[config.mk]
export PLATFORM = sky130hd
export DESIGN_NAME = rst_hub
export DESIGN_NICKNAME = d
export VERILOG_FILES = /design/src/rtl/rst_hub_pkg.sv /design/src/rtl/rst_hub_sync.sv /design/src/rtl/rst_hub_stretch.sv /design/src/rtl/rst_hub_classify.sv /design/src/rtl/rst_hub.sv
export SDC_FILE = /design/constraint.sdc
export NUM_CORES = 1
export LEC_CHECK = 0
export BUFFER_PORTS_ARGS = -buffer_cell sky130_fd_sc_hd__buf_2
export CAP_MARGIN = 25
export CORE_UTILIZATION = 30
export DETAILED_ROUTE_END_ITERATION = 16
export PLACE_DENSITY = 0.5
export RECOVER_POWER = 25
export SLEW_MARGIN = 20
export SYNTH_ARGS = -nofsm -noshare
export SYNTH_HDL_FRONTEND = slang
export SYNTH_SLANG_ARGS = --single-unit
[constraint.sdc]
create_clock -name clk -period 3.08 [get_ports clk]
set_clock_uncertainty 0.15 [all_clocks]
set_input_delay 0.154 -clock clk [delete_from_list [all_inputs] [get_ports clk]]
set_output_delay 0.154 -clock clk [all_outputs]
set_load 0.01 [all_outputs]
[src/rtl/rst_hub_pkg.sv]
package rst_hub_pkg;
  localparam int CAUSE_W   = 4;
  localparam int CB_MASTER = 0;
  localparam int CB_NORMAL = 1;
  localparam int CB_WDOG   = 2;
  localparam int CB_SOFT   = 3;

  typedef enum logic [2:0] {
    RK_NONE,
    RK_MASTER,
    RK_NORMAL,
    RK_WDOG,
    RK_SOFT
  } rst_kind_e;
endpackage

[src/rtl/rst_hub_sync.sv]
module rst_hub_sync #(
  parameter int WIDTH  = 1,
  parameter int STAGES = 2
) (
  input  logic             clk,
  input  logic             rst,
  input  logic [WIDTH-1:0] d,
  output logic [WIDTH-1:0] q
);
  logic [WIDTH-1:0] pipe [STAGES];

  always_ff @(posedge clk) begin
    if (rst) begin
      for (int i = 0; i < STAGES; i++) pipe[i] <= '0;
    end else begin
      pipe[0] <= d;
      for (int i = 1; i < STAGES; i++) pipe[i] <= pipe[i-1];
    end
  end

  assign q = pipe[STAGES-1];
endmodule

[src/rtl/rst_hub_stretch.sv]
module rst_hub_stretch #(
  parameter int HOLD = 16
) (
  input  logic clk,
  input  logic rst,
  input  logic trig,
  output logic q
);
  localparam int CW = $clog2(HOLD + 1);

  logic [CW-1:0] cnt;

  always_ff @(posedge clk) begin
    if (rst || trig) begin
      cnt <= CW'(HOLD);
      q   <= 1'b1;
    end else if (cnt != '0) begin
      cnt <= cnt - CW'(1);
      q   <= 1'b1;
    end else begin
      q   <= 1'b0;
    end
  end
endmodule

[src/rtl/rst_hub_classify.sv]
module rst_hub_classify
  import rst_hub_pkg::*;
(
  input  logic               clk,
  input  logic               rst,
  input  logic               ext_s,
  input  logic               en_s,
  input  logic               wd_s,
  input  logic               sw_act,
  output logic               core_trig,
  output logic               mem_trig,
  output logic [CAUSE_W-1:0] cause
);
  logic      any_src, any_q, take, mem_q, mem_now;
  rst_kind_e kind;

  assign any_src = ext_s | wd_s | sw_act;
  assign take    = any_src & ~any_q;
  assign mem_now = take ? en_s : mem_q;

  always_comb begin
    if (ext_s && en_s)  kind = RK_MASTER;
    else if (ext_s)     kind = RK_NORMAL;
    else if (wd_s)      kind = RK_WDOG;
    else if (sw_act)    kind = RK_SOFT;
    else                kind = RK_NONE;
  end

  assign core_trig = any_src;
  assign mem_trig  = any_src & mem_now;

  always_ff @(posedge clk) begin
    if (rst) begin
      any_q <= 1'b0;
      mem_q <= 1'b1;
      cause <= CAUSE_W'(1) << CB_MASTER;
    end else begin
      any_q <= any_src;
      if (take) begin
        mem_q <= en_s;
        case (kind)
          RK_MASTER: cause <= CAUSE_W'(1) << CB_MASTER;
          RK_NORMAL: cause <= cause | (CAUSE_W'(1) << CB_NORMAL);
          RK_WDOG:   cause <= cause | (CAUSE_W'(1) << CB_WDOG);
          RK_SOFT:   cause <= cause | (CAUSE_W'(1) << CB_SOFT);
          default:   cause <= cause;
        endcase
      end
    end
  end
endmodule

[src/rtl/rst_hub.sv]
module rst_hub
  import rst_hub_pkg::*;
#(
  parameter int SYNC_STAGES = 2,
  parameter int HOLD_CYCLES = 16
) (
  input  logic               clk,
  input  logic               rst,
  input  logic               ext_rst_req,
  input  logic               mem_rst_en,
  input  logic               wdog_tmo,
  input  logic               sw_wr_en,
  input  logic               sw_wr_data,
  output logic               sw_rst_bit,
  output logic               core_rst_o,
  output logic               mem_rst_o,
  output logic               pin_rst_o,
  output logic [CAUSE_W-1:0] cause_o
);
  localparam int NCH = 3;

  logic [2:0]     sync_q;
  logic           sw_q;
  logic           core_trig, mem_trig;
  logic [NCH-1:0] ch_trig, ch_out;

  rst_hub_sync #(.WIDTH(3), .STAGES(SYNC_STAGES)) u_sync (
    .clk (clk),
    .rst (rst),
    .d   ({wdog_tmo, mem_rst_en, ext_rst_req}),
    .q   (sync_q)
  );

  always_ff @(posedge clk) begin
    if (rst)       sw_q <= 1'b0;
    else if (sw_q) sw_q <= 1'b0;
    else           sw_q <= sw_wr_en & sw_wr_data;
  end

  rst_hub_classify u_cls (
    .clk       (clk),
    .rst       (rst),
    .ext_s     (sync_q[0]),
    .en_s      (sync_q[1]),
    .wd_s      (sync_q[2]),
    .sw_act    (sw_q),
    .core_trig (core_trig),
    .mem_trig  (mem_trig),
    .cause     (cause_o)
  );

  assign ch_trig = {core_trig, mem_trig, core_trig};

  for (genvar c = 0; c < NCH; c++) begin : g_ch
    rst_hub_stretch #(.HOLD(HOLD_CYCLES)) u_str (
      .clk  (clk),
      .rst  (rst),
      .trig (ch_trig[c]),
      .q    (ch_out[c])
    );
  end

  assign core_rst_o = ch_out[0];
  assign mem_rst_o  = ch_out[1];
  assign pin_rst_o  = ch_out[2];
  assign sw_rst_bit = sw_q;
endmodule

==> Yosys cells after proc, flatten, opt, wreduce, memory -nomap -nowiden <==
Memory sizes are Yosys's and may differ from the RTL's.
Cells that the tools add are included.
Widths: inputs -> output; s select.
{ "totals": {"mem_count": 1, "in_bits": 7, "ram_bits": 6, "register_bits": 25} }
{ "op_classes": {"eq_ne": 4, "n_mux": 14, "bitwise_logic": 11, "add_sub_neg": 3, "reduce_logical": 14} }
{ "mem_list": {"columns": ["name", "words", "width", "read_ports", "rd_clocked_by_memory_dff", "wr", "line", "text"], "rows": [
  ["u_sync.pipe", 2, 3, 2, 0, 2, "rst_hub_sync.sv:10", "logic [WIDTH-1:0] pipe [STAGES];"]
]} }
{ "ops": {"columns": ["operator", "n"], "rows": [
  ["$mux 3", 6],
  ["$pmux 4 s4", 1],
  ["$reduce_bool 5->1", 3],
  ["$sub 5x1->5 const B", 3],
  ["$reduce_and 4->1", 3],
  ["$mux 1", 7],
  ["$eq 3x2->1 const B", 2],
  ["$reduce_bool 2->1", 3],
  ["$reduce_and 5->1", 1],
  ["$not 1->1", 4],
  ["$or 1x1->1", 4],
  ["$and 1x1->1", 3],
  ["$eq 3x1->1 const B", 1],
  ["$eq 3x3->1 const B", 1],
  ["$logic_or 1x1->1", 2],
  ["$reduce_or 2->1", 1],
  ["$logic_and 1x1->1", 1]
]} }

==> Longest topological paths before layout <==
{ "logic_depth": {"ltp_word": 7, "depth_mapped": 6, "mapped_depth_nobuf": 5} }

==> Hierarchy <==
Synthesis repeated with hierarchy kept, for this count alone.
{ "unflattened": {"hier_cells": 123, "area_unflattened_um2": 1263.7} }
{ "modules_own_cells": {"columns": ["module", "area_each_um2", "cells_each", "n_inst"], "rows": [
  ["rst_hub_stretch", 267.8, 27, 3],
  ["rst_hub_classify", 247.7, 25, 1],
  ["rst_hub_sync", 180.2, 15, 1],
  ["rst_hub", 32.5, 2, 1]
]} }

==> Worst setup path before layout <==
OpenSTA, ideal clock, no wires.
{ "synth_timing": {"path_type": "register -> register", "startpoint": "register g_ch[0].u_str.cnt[0]", "endpoint": "register g_ch[0].u_str.q", "required_time_ps": 2810, "setup_time_ps": 120, "slack_ps": 1532, "period_less_slack_ps": 1548, "t_arrival_ps": 1278, "stages_incl_launch_ff": 6, "path_cell_list": "dfxtp_1 > inv_1 > ha_1 > or4b_1 > buf_2 > or2_1"} }
{ "synth_via": {"elab_chain_cells": 2} }
{ "synth_lines": {"columns": ["element", "line", "text"], "rows": [
  ["start, declared", "rst_hub_stretch.sv:11", "logic [CW-1:0] cnt;"],
  ["start signal, assigned", "rst_hub_stretch.sv:15", "cnt <= CW'(HOLD);"],
  ["start signal, assigned", "rst_hub_stretch.sv:18", "cnt <= cnt - CW'(1);"],
  ["$reduce_bool 5->1", "rst_hub_stretch.sv:17", "end else if (cnt != '0) begin"],
  ["$mux 1", "rst_hub_stretch.sv:17", null],
  ["end signal, assigned", "rst_hub_stretch.sv:16", "q <= 1'b1;"],
  ["end signal, assigned", "rst_hub_stretch.sv:19", "q <= 1'b1;"],
  ["end signal, assigned", "rst_hub_stretch.sv:21", "q <= 1'b0;"],
  ["end, declared", "rst_hub_stretch.sv:7", "output logic q"]
]} }
No other way between the ends.
A chain may end at the register's enable or synchronous reset.

==> Worst setup path after layout <==
{ "layout_timing": {"startpoint": "register g_ch[2].u_str.cnt[0]", "endpoint": "register g_ch[2].u_str.cnt[1]"} }
{ "layout_via": {"elab_chain_cells": 1, "word_cells_on_any_way": 2, "cone_classes": "add/sub: 1; reduce/logical: 1"} }
{ "layout_lines": {"columns": ["element", "line"], "rows": [
  ["start, declared", "rst_hub_stretch.sv:11"],
  ["start signal, assigned", "rst_hub_stretch.sv:15"],
  ["start signal, assigned", "rst_hub_stretch.sv:18"],
  ["$sub 5x1->5 / $reduce_bool 5->1 (equally long branches)", "rst_hub_stretch.sv:18, rst_hub_stretch.sv:17"]
]} }
Parallel ways exist; a longest one is shown, timed or not.

==> flow_metrics.py <==
metrics = {
    "routing": {
        "wirelength_um": 2000,
        "ant_nets": 0,
        "detail_route.drc_violations": 0,
        "drt-initial-drc-count": 19,
        "number_of_vias_after_detailed_routing": 851,
        "drt-vias-per-instance": 4.34,
        "drt_pre_antenna_iters": 2,
        "post_drt_wl_per_cell_um": 10.2,
    },
    "pwr": {
        "ir_worst_vdd_uv": 309,
        "powerDensity_mw_per_mm2": 808,
        "p_leak_nw": 0.604,
    },
    "hold_path": {
        "capture_endpoint_of_the_worst_hold_path": "u_cls.any_q",
        "hold_class": "in2reg",
        "count_of_cells_along_the_worst_hold_path": 2,
        "min-delay-start": "rst",
    },
    "global_route": {
        "grt_use_total": 0.116,
        "number_of_antenna_violations_at_the_first_check_in_global_routing": 0,
        "grt_start_max_net_pins": 15,
        "grt_pass1_wl_um": 3640,
        "globalRoute.totalOverflow": 0,
        "number_of_global_route_vias_before_repair": 850,
    },
    "final_layout": {
        "filler_cell_count": 381,
        "syn_to_final_growth_pct": 21.6,
        "drive_above_1_share": 0.135,
        "post_layout_utilization_of_the_core": 0.393,
        "antenna_cells_inserted": 0,
        "finalNetCount": 160,
    },
    "sta": {
        "setup-violations-final": 0,
        "grt_setup_unrepaired": "false",
        "maxSlewViolCount": 0,
        "final.setup.worst_slack_ns": 1.45,
        "timing.final.crit_share": 0.528,
        "maximum_clock_frequency_ghz": 0.615,
        "relSlewSlack": 0.506,
        "fin_tns_setup_ns": 0,
        "final-hold-violation-count": 0,
        "worstMarginPinSlew_ns": 0.734,
        "final.min_clock_period_ns": 1.63,
    },
    "floorplan": {
        "num_ports": 15,
        "floorplan.die_area_mm2": 0.00433,
        "die_x_um": 65.8,
        "dieHeight_um": 65.8,
        "placement_rows": 22,
        "start_util": 0.323,
        "std_cell_core_area_mm2": 0.00377,
    },
    "logic_synthesis": {
        "synth.avg_cell_area_um2": 9.84,
        "synth.net_count": 137,
        "yosysWarningCount": 0,
        "synthDistinctLibCells": 28,
        "ys_ff_latch": 31,
        "synth_edf_count": 0,
        "synth-async-reset-ratio": 0,
        "synth_cells": 124,
        "synth.yosys.seq_area_share": 0.509,
        "ys.flop_type": "sky130_fd_sc_hd__dfxtp_1",
        "post_synth_instance_area_mm2": 0.00122,
    },
    "setup_path": {
        "ff2ff_path_depth": 4,
        "timing.critical_path.required_ns": 3.13,
        "endpoint_kind": "flip-flop",
        "startpoint_type": "flip-flop",
        "critical_path_arrival_ns": 1.67,
        "worstPathMaxFanout": 5,
        "critPathKind": "reg2reg",
        "reg2reg_setup_slack_ns": 1.45,
        "r2r_start": "g_ch[2].u_str.cnt[0]",
        "critical_path.reg2reg.endpoint": "g_ch[2].u_str.cnt[1]",
    },
    "cts": {
        "cts.reportedPaths.clkPinSlew_ns": 0.06,
        "htreeDepth": 2,
        "clock_latency_at_the_later_pin_of_the_worst_skew_pair_ns": 0.28,
        "cts.sink_count": 31,
        "buffer_depth_of_the_longest_clock_path": 2,
        "clock-root-buffer": "sky130_fd_sc_hd__clkbuf_8",
        "tritoncts.num_buffers": 5,
        "tritoncts": "yes",
    },
    "placement": {
        "detailedPlace.worstSlack_ns": 1.46,
        "gp_congestion": 0.732,
        "place_hpwl_um": 1420,
        "io_buffers": 14,
    },
    "outcome": {
        "result_of_the_run": "finished clean",
    },
    "job": {
        "drv_cap": 0,
    },
}
==> through the flow <==
stage | power, W | hold slack (ns) | cells | area (µm²)
4_1_cts | 0.00122 | 0.0507 | 196 | 1490
3_3_place_gp | 0.000849 | 0.216 | 183 | 1340
5_1_grt | 0.00129 | 0.0586 | 196 | 1480
3_5_place_dp | 0.000858 | 0.221 | 183 | 1340
6_report | 0.00120 | 0.0536 | 196 | 1480
2_1_floorplan | 0.000800 | 0.106 | 124 | 1220
==> critical path, stage by stage, from the launching register on <==
cell and delay, ns:
sky130_fd_sc_hd__dfxtp_1 0.33, sky130_fd_sc_hd__inv_1 0.08, sky130_fd_sc_hd__ha_1 0.15, sky130_fd_sc_hd__or4b_1 0.54
sky130_fd_sc_hd__a211oi_1 0.28
==> power breakdown <==
part / switching, W / internal, W
sequential: 0.0000680 / 0.000478
clock: 0.000142 / 0.000204
combinational: 0.000139 / 0.000168
==> cells in the final DEF (no fill, tap or decap), types with 2 or more instances in the layout <==
master / synthesis / routed
sky130_fd_sc_hd__dfxtp_1: 31 / 31
sky130_fd_sc_hd__nand2_1: 5 / 5
sky130_fd_sc_hd__nand2b_1: 2 / 2
sky130_fd_sc_hd__ha_1: 6 / 6
sky130_fd_sc_hd__a21oi_1: 3 / 3
sky130_fd_sc_hd__buf_2: 2 / 12
sky130_fd_sc_hd__clkbuf_1: 1 / 3
sky130_fd_sc_hd__nor2_1: 15 / 15
sky130_fd_sc_hd__nor2b_1: 9 / 9
sky130_fd_sc_hd__dlygate4sd3_1: 0 / 5
sky130_fd_sc_hd__nor3b_1: 3 / 3
sky130_fd_sc_hd__o21ai_0: 2 / 2
sky130_fd_sc_hd__or4b_1: 2 / 2
sky130_fd_sc_hd__inv_1: 9 / 9
sky130_fd_sc_hd__a211oi_1: 3 / 3
sky130_fd_sc_hd__or2_1: 2 / 2
sky130_fd_sc_hd__nor3_1: 7 / 7
sky130_fd_sc_hd__xnor2_1: 9 / 9
sky130_fd_sc_hd__clkbuf_8: 0 / 7
sky130_fd_sc_hd__mux2i_1: 3 / 3
==> cells by family (layout without fill, tap and decap cells) <==
| kind of cell | Yosys count | after routing | synth area share |
|---|---|---|---|
| simple gates | 51 | 51 | 0.238 |
| flops | 31 | 31 | 0.509 |
| compound gates | 12 | 12 | 0.0636 |
| buf+inv | 12 | 36 | 0.0390 |
| xor+xnor | 9 | 9 | 0.0646 |
| fa+ha+maj | 6 | 6 | 0.0615 |
| mux | 3 | 3 | 0.0246 |
==> cell type report <==
cell class                      instances  area (µm²)  area share
Clock buffer                            8         100      0.0675
Inverter                                9        33.8      0.0228
Multi-Input combinational cell         81         552       0.372
Sequential cell                        31         621       0.418
Tap cell                               48        60.1      0.0405
Timing Repair Buffer                   19         118      0.0793
==> synthesized netlist by cell type (2+ instances only) <==
master                     number  area [µm²]
sky130_fd_sc_hd__a211oi_1       3        22.5
sky130_fd_sc_hd__a21oi_1        3        15.0
sky130_fd_sc_hd__buf_2          2        10.0
sky130_fd_sc_hd__dfxtp_1       31         621
sky130_fd_sc_hd__ha_1           6        75.1
sky130_fd_sc_hd__inv_1          9        33.8
sky130_fd_sc_hd__mux2i_1        3        30.0
sky130_fd_sc_hd__nand2_1        5        18.8
sky130_fd_sc_hd__nand2b_1       2        12.5
sky130_fd_sc_hd__nor2_1        15        56.3
sky130_fd_sc_hd__nor2b_1        9        56.3
sky130_fd_sc_hd__nor3_1         7        35.0
sky130_fd_sc_hd__nor3b_1        3        22.5
sky130_fd_sc_hd__o21ai_0        2        10.0
sky130_fd_sc_hd__or2_1          2        12.5
sky130_fd_sc_hd__or4b_1         2        20.0
sky130_fd_sc_hd__xnor2_1        9        78.8
==> flip-flops by register name, indices dropped and copies added (netlist names) <==
| name | count |
|---|---|
| sw_rst_bit | 1 |
| g_ch.u_str.cnt | 15 |
| u_cls.cause | 4 |
| u_sync.pipe | 6 |
| u_cls.any_q | 1 |
| g_ch.u_str.q | 3 |
| u_cls.mem_q | 1 |
==> per-layer routing <==
layer,global-route usage,up-vias,routed length [µm]
met2,0.181,15,882
li1,-,455,-
met5,0,-,0
met4,0.0571,0,51
met1,0.127,375,947
met3,0.0621,6,114
==> worst max path at each step <==
stage	from	endpoint	cells past startpoint
final	g_ch[2].u_str.cnt[0]	g_ch[2].u_str.cnt[1]	4
after global routing	g_ch[0].u_str.cnt[0]	g_ch[0].u_str.cnt[1]	4
after CTS	g_ch[2].u_str.cnt[0]	g_ch[2].u_str.cnt[1]	4
after detailed placement	g_ch[2].u_str.cnt[0]	g_ch[2].u_str.cnt[1]	4
after global placement	u_sync.pipe[0][3]	g_ch[0].u_str.cnt[3]	3
after floorplan	g_ch[0].u_str.cnt[0]	g_ch[0].u_str.q	5
==> repair_timing <==
action	CTS	global route
hold buffers	5	0
setup endpoints to repair	0	0
setup buffers	0	0
resized for setup	0	0
hold endpoints to repair	4	0
Power figures use the tool's default switching activity.
